`config.mk`:
```
export PLATFORM = sky130hd
export DESIGN_NAME = rdo_win_sel
export DESIGN_NICKNAME = d
export VERILOG_FILES = /design/src/rtl/rdo_win_pkg.sv /design/src/rtl/rdo_board_sel.sv /design/src/rtl/rdo_window.sv /design/src/rtl/rdo_bx_fmt.sv /design/src/rtl/rdo_win_sel.sv
export SDC_FILE = /design/constraint.sdc
export NUM_CORES = 1
export LEC_CHECK = 0
export BUFFER_PORTS_ARGS = -buffer_cell sky130_fd_sc_hd__buf_4
export CAP_MARGIN = 20
export CELL_PAD_IN_SITES_DETAIL_PLACEMENT = 2
export CELL_PAD_IN_SITES_GLOBAL_PLACEMENT = 2
export CORE_MARGIN = 2
export CORE_UTILIZATION = 22
export DETAILED_ROUTE_END_ITERATION = 8
export GPL_ROUTABILITY_DRIVEN = 0
export PLACE_DENSITY_LB_ADDON = 0.15
export SLEW_MARGIN = 20
export SYNTH_ARGS = -nofsm -noshare
export SYNTH_HDL_FRONTEND = slang
export SYNTH_SLANG_ARGS = --single-unit
```
`constraint.sdc`:
```
create_clock -name clk_i -period 0.8 [get_ports clk_i]
set_clock_uncertainty 0.05 [all_clocks]
set_input_delay 0.08 -clock clk_i [delete_from_list [all_inputs] [get_ports clk_i]]
set_output_delay 0.08 -clock clk_i [all_outputs]
set_load 0.02 [all_outputs]
```
`src/rtl/rdo_win_pkg.sv`:
```
package rdo_win_pkg;
  localparam int unsigned BX_FIELD_W = 12;
  localparam int unsigned REC_LEN_W  = 4;

  typedef struct packed {
    logic                  daq_we;
    logic                  evm_we;
    logic [BX_FIELD_W-1:0] bx_nr;
    logic [BX_FIELD_W-1:0] bx_local;
  } rdo_out_t;
endpackage

```
`src/rtl/rdo_board_sel.sv`:
```
module rdo_board_sel #(
  parameter int unsigned NUM_BOARDS = 16,
  parameter int unsigned POS_W      = $clog2(NUM_BOARDS) + 1
) (
  input  logic signed [POS_W-1:0]      pos_i,
  input  logic        [NUM_BOARDS-1:0] active_mask_i,
  input  logic        [NUM_BOARDS-1:0] alt_mask_i,
  output logic                         active_o,
  output logic                         alt_o
);
  localparam int unsigned IDX_W = POS_W - 1;

  logic [IDX_W-1:0] idx;
  logic             pos_ok;

  assign idx    = pos_i[IDX_W-1:0];
  // negative position or slot beyond the mask: board absent
  assign pos_ok = !pos_i[POS_W-1] && (32'(idx) < NUM_BOARDS);

  always_comb begin
    active_o = 1'b0;
    alt_o    = 1'b0;
    if (pos_ok) begin
      active_o = active_mask_i[idx];
      alt_o    = alt_mask_i[idx];
    end
  end
endmodule

```
`src/rtl/rdo_window.sv`:
```
module rdo_window #(
  parameter int unsigned LEN_W = 4,
  parameter int unsigned OFS_W = 5
) (
  input  logic              [LEN_W-1:0] len_i,
  input  logic signed       [OFS_W-1:0] ofs_i,
  output logic                          in_win_o
);
  localparam int unsigned CW = ((OFS_W > LEN_W + 1) ? OFS_W : LEN_W + 1) + 1;

  logic signed [CW-1:0] len_s, half_s, lo_s, hi_s, ofs_s;

  always_comb begin
    len_s  = signed'({{(CW-LEN_W){1'b0}}, len_i});
    ofs_s  = signed'({{(CW-OFS_W){ofs_i[OFS_W-1]}}, ofs_i});
    half_s = (len_s + CW'(1)) >>> 1;
    lo_s   = half_s - len_s;
    hi_s   = half_s - CW'(1);
    in_win_o = (ofs_s >= lo_s) && (ofs_s <= hi_s);
  end

  always_comb begin
    if (len_i == '0) begin
      AST_LEN_ZERO_EMPTY: assert (!in_win_o);
    end
  end
endmodule

```
`src/rtl/rdo_bx_fmt.sv`:
```
module rdo_bx_fmt #(
  parameter int unsigned IN_W  = 16,
  parameter int unsigned OUT_W = 12
) (
  input  logic [IN_W-1:0]  bx_raw_i,
  output logic [OUT_W-1:0] bx_o
);
  generate
    if (IN_W > OUT_W) begin : g_clamp
      logic fits;
      assign fits = (bx_raw_i[IN_W-1:OUT_W] == '0);
      assign bx_o = fits ? bx_raw_i[OUT_W-1:0] : '0;
    end else begin : g_pass
      assign bx_o = OUT_W'(bx_raw_i);
    end
  endgenerate
endmodule

```
`src/rtl/rdo_win_sel.sv`:
```
module rdo_win_sel
  import rdo_win_pkg::*;
#(
  parameter int unsigned NUM_BOARDS = 16,
  parameter int unsigned OFS_W      = 5,
  parameter int unsigned BX_IN_W    = 16,
  localparam int unsigned POS_W     = $clog2(NUM_BOARDS) + 1
) (
  input  logic                         clk_i,
  input  logic                         rst_ni,
  input  logic signed [OFS_W-1:0]      bx_ofs_i,
  input  logic        [NUM_BOARDS-1:0] active_mask_i,
  input  logic        [NUM_BOARDS-1:0] alt_len_mask_i,
  input  logic        [REC_LEN_W-1:0]  rec_len0_i,
  input  logic        [REC_LEN_W-1:0]  rec_len1_i,
  input  logic signed [POS_W-1:0]      board_pos_i,
  input  logic        [BX_IN_W-1:0]    bx_raw_i,
  output logic                         daq_we_o,
  output logic                         evm_we_o,
  output logic        [BX_FIELD_W-1:0] bx_nr_o,
  output logic        [BX_FIELD_W-1:0] bx_local_o
);
  localparam logic [BX_IN_W-1:0] BX_MAX = BX_IN_W'((1 << BX_FIELD_W) - 1);

  logic                  active, alt, in_win;
  logic [REC_LEN_W-1:0]  len_sel;
  logic [BX_FIELD_W-1:0] bx_fmt;
  rdo_out_t              out_d, out_q;

  rdo_board_sel #(.NUM_BOARDS(NUM_BOARDS), .POS_W(POS_W)) u_board_sel (
    .pos_i         (board_pos_i),
    .active_mask_i (active_mask_i),
    .alt_mask_i    (alt_len_mask_i),
    .active_o      (active),
    .alt_o         (alt)
  );

  assign len_sel = alt ? rec_len1_i : rec_len0_i;

  rdo_window #(.LEN_W(REC_LEN_W), .OFS_W(OFS_W)) u_window (
    .len_i    (len_sel),
    .ofs_i    (bx_ofs_i),
    .in_win_o (in_win)
  );

  rdo_bx_fmt #(.IN_W(BX_IN_W), .OUT_W(BX_FIELD_W)) u_bx_fmt (
    .bx_raw_i (bx_raw_i),
    .bx_o     (bx_fmt)
  );

  always_comb begin
    out_d.daq_we   = active & in_win;
    out_d.evm_we   = active;
    out_d.bx_nr    = bx_fmt;
    out_d.bx_local = bx_fmt;
  end

  always_ff @(posedge clk_i or negedge rst_ni) begin
    if (!rst_ni) out_q <= '0;
    else         out_q <= out_d;
  end

  assign daq_we_o   = out_q.daq_we;
  assign evm_we_o   = out_q.evm_we;
  assign bx_nr_o    = out_q.bx_nr;
  assign bx_local_o = out_q.bx_local;

  AST_DAQ_NEEDS_ACTIVE: assert property (@(posedge clk_i) disable iff (!rst_ni)
    daq_we_o |-> evm_we_o);
  AST_NEG_POS_IDLE: assert property (@(posedge clk_i) disable iff (!rst_ni)
    (board_pos_i < 0) |=> (!daq_we_o && !evm_we_o));
  AST_LEN_ZERO_NO_DAQ: assert property (@(posedge clk_i) disable iff (!rst_ni)
    (rec_len0_i == '0 && rec_len1_i == '0) |=> !daq_we_o);
  AST_BX_TOO_BIG_ZERO: assert property (@(posedge clk_i) disable iff (!rst_ni)
    (bx_raw_i > BX_MAX) |=> (bx_nr_o == '0));
  AST_BX_FITS_KEPT: assert property (@(posedge clk_i) disable iff (!rst_ni)
    (bx_raw_i <= BX_MAX) |=> (bx_nr_o == $past(bx_raw_i[BX_FIELD_W-1:0])));
  AST_LOCAL_MATCH: assert property (@(posedge clk_i) disable iff (!rst_ni)
    bx_local_o == bx_nr_o);
endmodule

```
==> run_results.csv <==
group,metric,value,unit
status,outcome,"finished with violations",
status,violations,"negative setup slack",
worst_setup_path,crit_family,"compound AO/OA/AOI/OAI gates",
timing,slew_viol_final,0,
pwr,power_density,1150,nW/µm²
synth,ys_seq_area_share,21.4,%
clock_tree,cts_tree,"yes",
worst_hold_path,worst_hold_path.num_cells,2,
placement,placed_area,2730,µm²
route,vias,1808,
worst_hold_path,worstHoldPathType,"primary input to flop",
timing,finalHoldViolations,0,
route,wire_per_inst,16.8,µm
route,first_iter_violations,19,
synth,synthFlopType,"dfrtp_1",
timing,setup_viol,29,
timing,slew_headroom,63.9,%
placement,port_buffers,93,
route,drt_first_pass_iters,4,
route,drc_errors,0,
global_route,grt_pass1_vias,2208,
synth,synth_commonest_cells,"17 x ha_1, 14 x dfrtp_1, 12 x and2_1, 12 x buf_4, 10 x nand2_1",
worst_setup_path,slowest_delay,530,ps
cells_and_area,final_design_area_no_fill,3010,µm²
clock_tree,root_buffer,"clkbuf_8",
cells_and_area,multi_input_area,1170,µm²
worst_hold_path,holdPathEnd,"bx_local_o[4]",
synth,yosys_warnings,0,
clock_tree,clock_path_buffers,2,
global_route,antenna_found_initial,0,
worst_setup_path,critPathKind,"primary input to flop",
synth,synth_top_area_share,21.4,%
timing,fin_ws,-2650,ps
route,postRouteAntennaNets,0,
cells_and_area,drive_above_1_share,58.8,%
route,totalWireLength,6730,µm
cells_and_area,n_antenna_cell,0,
placement,dpl.hpwl,5340,µm
cells_and_area,syn2layout_area_growth,83.8,%
cells_and_area,fillers,821,
timing,fin_crit,3450,ps
synth,yosysUniqueCellTypes,47,
worst_setup_path,slowest_stage,"mux4_2",
timing,fmax,0.290,GHz
cells_and_area,nNetsFinal,389,
synth,ys_ff_latch,14,
synth,syn-instance-count,164,
worst_setup_path,arrival,3520,ps
pwr,p_leak,0.00151,µW
cells_and_area,ff_latch_area,350,µm²
worst_setup_path,startpoint_type,"primary input",
synth,synth_fp_nets,250,
die,die_w,90.3,µm
timing,min_period_over_period,431,%
synth,synth_edf_count,0,
route,route.detailed.vias_per_inst,4.52,
synth,syn-cell-area,1640,µm²
timing,worstMarginPinSlew,536,ps
synth,ys_top_cells_by_area,"dfrtp_1 21%, ha_1 13%, mux4_1 6.4%",
global_route,grt_overflow_total,0,
clock_tree,htree_levels,1,
die,core-area,7210,µm²
synth,yosysMostFrequentCell,"ha_1",
pwr,irDropWorstVdd,403,µV
timing,rsz0062_at_grt,"yes",
worst_setup_path,end_kind,"flop",
synth,synth_area_leader_cell,"dfrtp_1",
cells_and_area,finalCoreUtilization,41.7,%
worst_setup_path,path_buf_inv,1,
synth,avgSynthCellArea,9.99,µm²
placement,dp_slack,-2950,ps
clock_tree,numCtsBuffers,3,
die,rows,31,
worst_setup_path,crit_chain,"buf_8, mux4_2, o2111ai_4, nand2_2, mux2_4, ha_4, fa_1, a21o_1, nand3_1, o31ai_2, o211ai_1, ha_1, a21oi_2, nor2b_1, o41ai_2, a211oi_1",
clock_tree,cts.sinks,14,
die,initial_core_util,22.7,%
worst_hold_path,min-delay-start,"bx_raw_i[4]",
global_route,grt_pass1_wl,11500,µm
worst_setup_path,path_max_fanout,4,
synth,synthArstFlopShare,100,%
die,fp.dieArea,8150,µm²
clock_tree,path_clk_slew,60,ps
pwr,totalPowerFinal,3470,µW
global_route,grtUsageTotal,17.4,%
global_route,grt_max_degree,15,
die,io_pins,94,
run,cap_viol_max_count,0,
die,die_y,90.3,µm
worst_setup_path,required,870,ps
-- area by class of cell --
class	count	share of cell area, %
Clock buffer	3	1.37
Tap cell	99	4.11
Inverter	10	1.25
Multi-Input combinational cell	124	39.0
Sequential cell	14	11.6
Timing Repair Buffer	150	42.6
-- timing repair --
action,4_1_cts,5_1_grt
endpoints found under the setup margin,28,31
setup buffers,19,1
pin swaps,0,7
hold buffers,7,0
resized for setup,53,12
endpoints found under the hold margin,20,0
-- per-stage QoR --
| step | cells | hold slack, ps | TNS [ps] |
|---|---|---|---|
| after global routing | 400 | 10.6 | -7260 |
| after global placement | 387 | -111 | -5120 |
| final | 400 | 3.57 | -6260 |
| after floorplan | 164 | -266 | -3530 |
| after CTS | 416 | 1.14 | -8190 |
| after detailed placement | 387 | -105 | -5400 |
-- per-layer routing --
metal / GRT usage (%) / wire length, µm / up-vias
met2: 35.3 / 3850 / 58
met4: 2.95 / 48 / 0
met5: 0 / 0 / -
li1: - / - / 873
met1: 19.4 / 2590 / 873
met3: 1.92 / 243 / 4
-- power breakdown --
group / switching, µW / internal (µW) / total [µW]
Combinational: 965 / 1190 / 2160
Sequential: 15.3 / 730 / 746
Clock: 234 / 332 / 567
-- state kept, by name (all words and copies together) (netlist names) --
register    count
bx_local_o     12
evm_we_o        1
daq_we_o        1
-- how the worst max path moves through the flow --
stage | endpoint | from | cells past startpoint | slack [ps]
2_1_floorplan | daq_we_o | board_pos_i[0] | 15 | -2850
3_3_place_gp | daq_we_o | board_pos_i[0] | 15 | -2890
3_5_place_dp | daq_we_o | board_pos_i[0] | 17 | -2950
4_1_cts | daq_we_o | board_pos_i[0] | 15 | -2670
5_1_grt | daq_we_o | board_pos_i[0] | 17 | -2820
6_report | daq_we_o | board_pos_i[0] | 16 | -2650
-- cell usage in the layout, fill, tap and decap left out, types with 2 or more instances in the layout --
cell type,count
mux4_2,7
and3_2,2
buf_4,112
mux2i_1,4
nand2_1,7
nand4_1,2
a21o_1,4
a211oi_1,3
and2_1,12
nor3_1,3
clkbuf_8,3
nand2_2,3
o2111a_1,2
nor2_1,2
o21ai_1,6
inv_2,2
ha_1,16
nand2b_1,3
nand3_1,4
a21oi_1,5
buf_6,28
dlymetal6s4s_1,3
dlygate4sd3_1,4
a2bb2oi_1,2
a21boi_0,2
o211ai_1,2
dfrtp_1,14
nor2b_1,4
xnor2_1,4
buf_8,2
o2111ai_4,2
inv_1,8
-- logic make-up after synthesis --
group                      Yosys count  share of synthesized area (%)
buffers and inverters               26                           9.63
AOI/OAI and AO/OA                   40                           20.2
DFF                                 14                           21.4
adders and majority gates           18                           14.2
muxes                               13                           14.4
and+or+nand+nor                     48                           17.1
xor gates and xnor gates             5                           3.13
(Power assumes the default switching activity.)
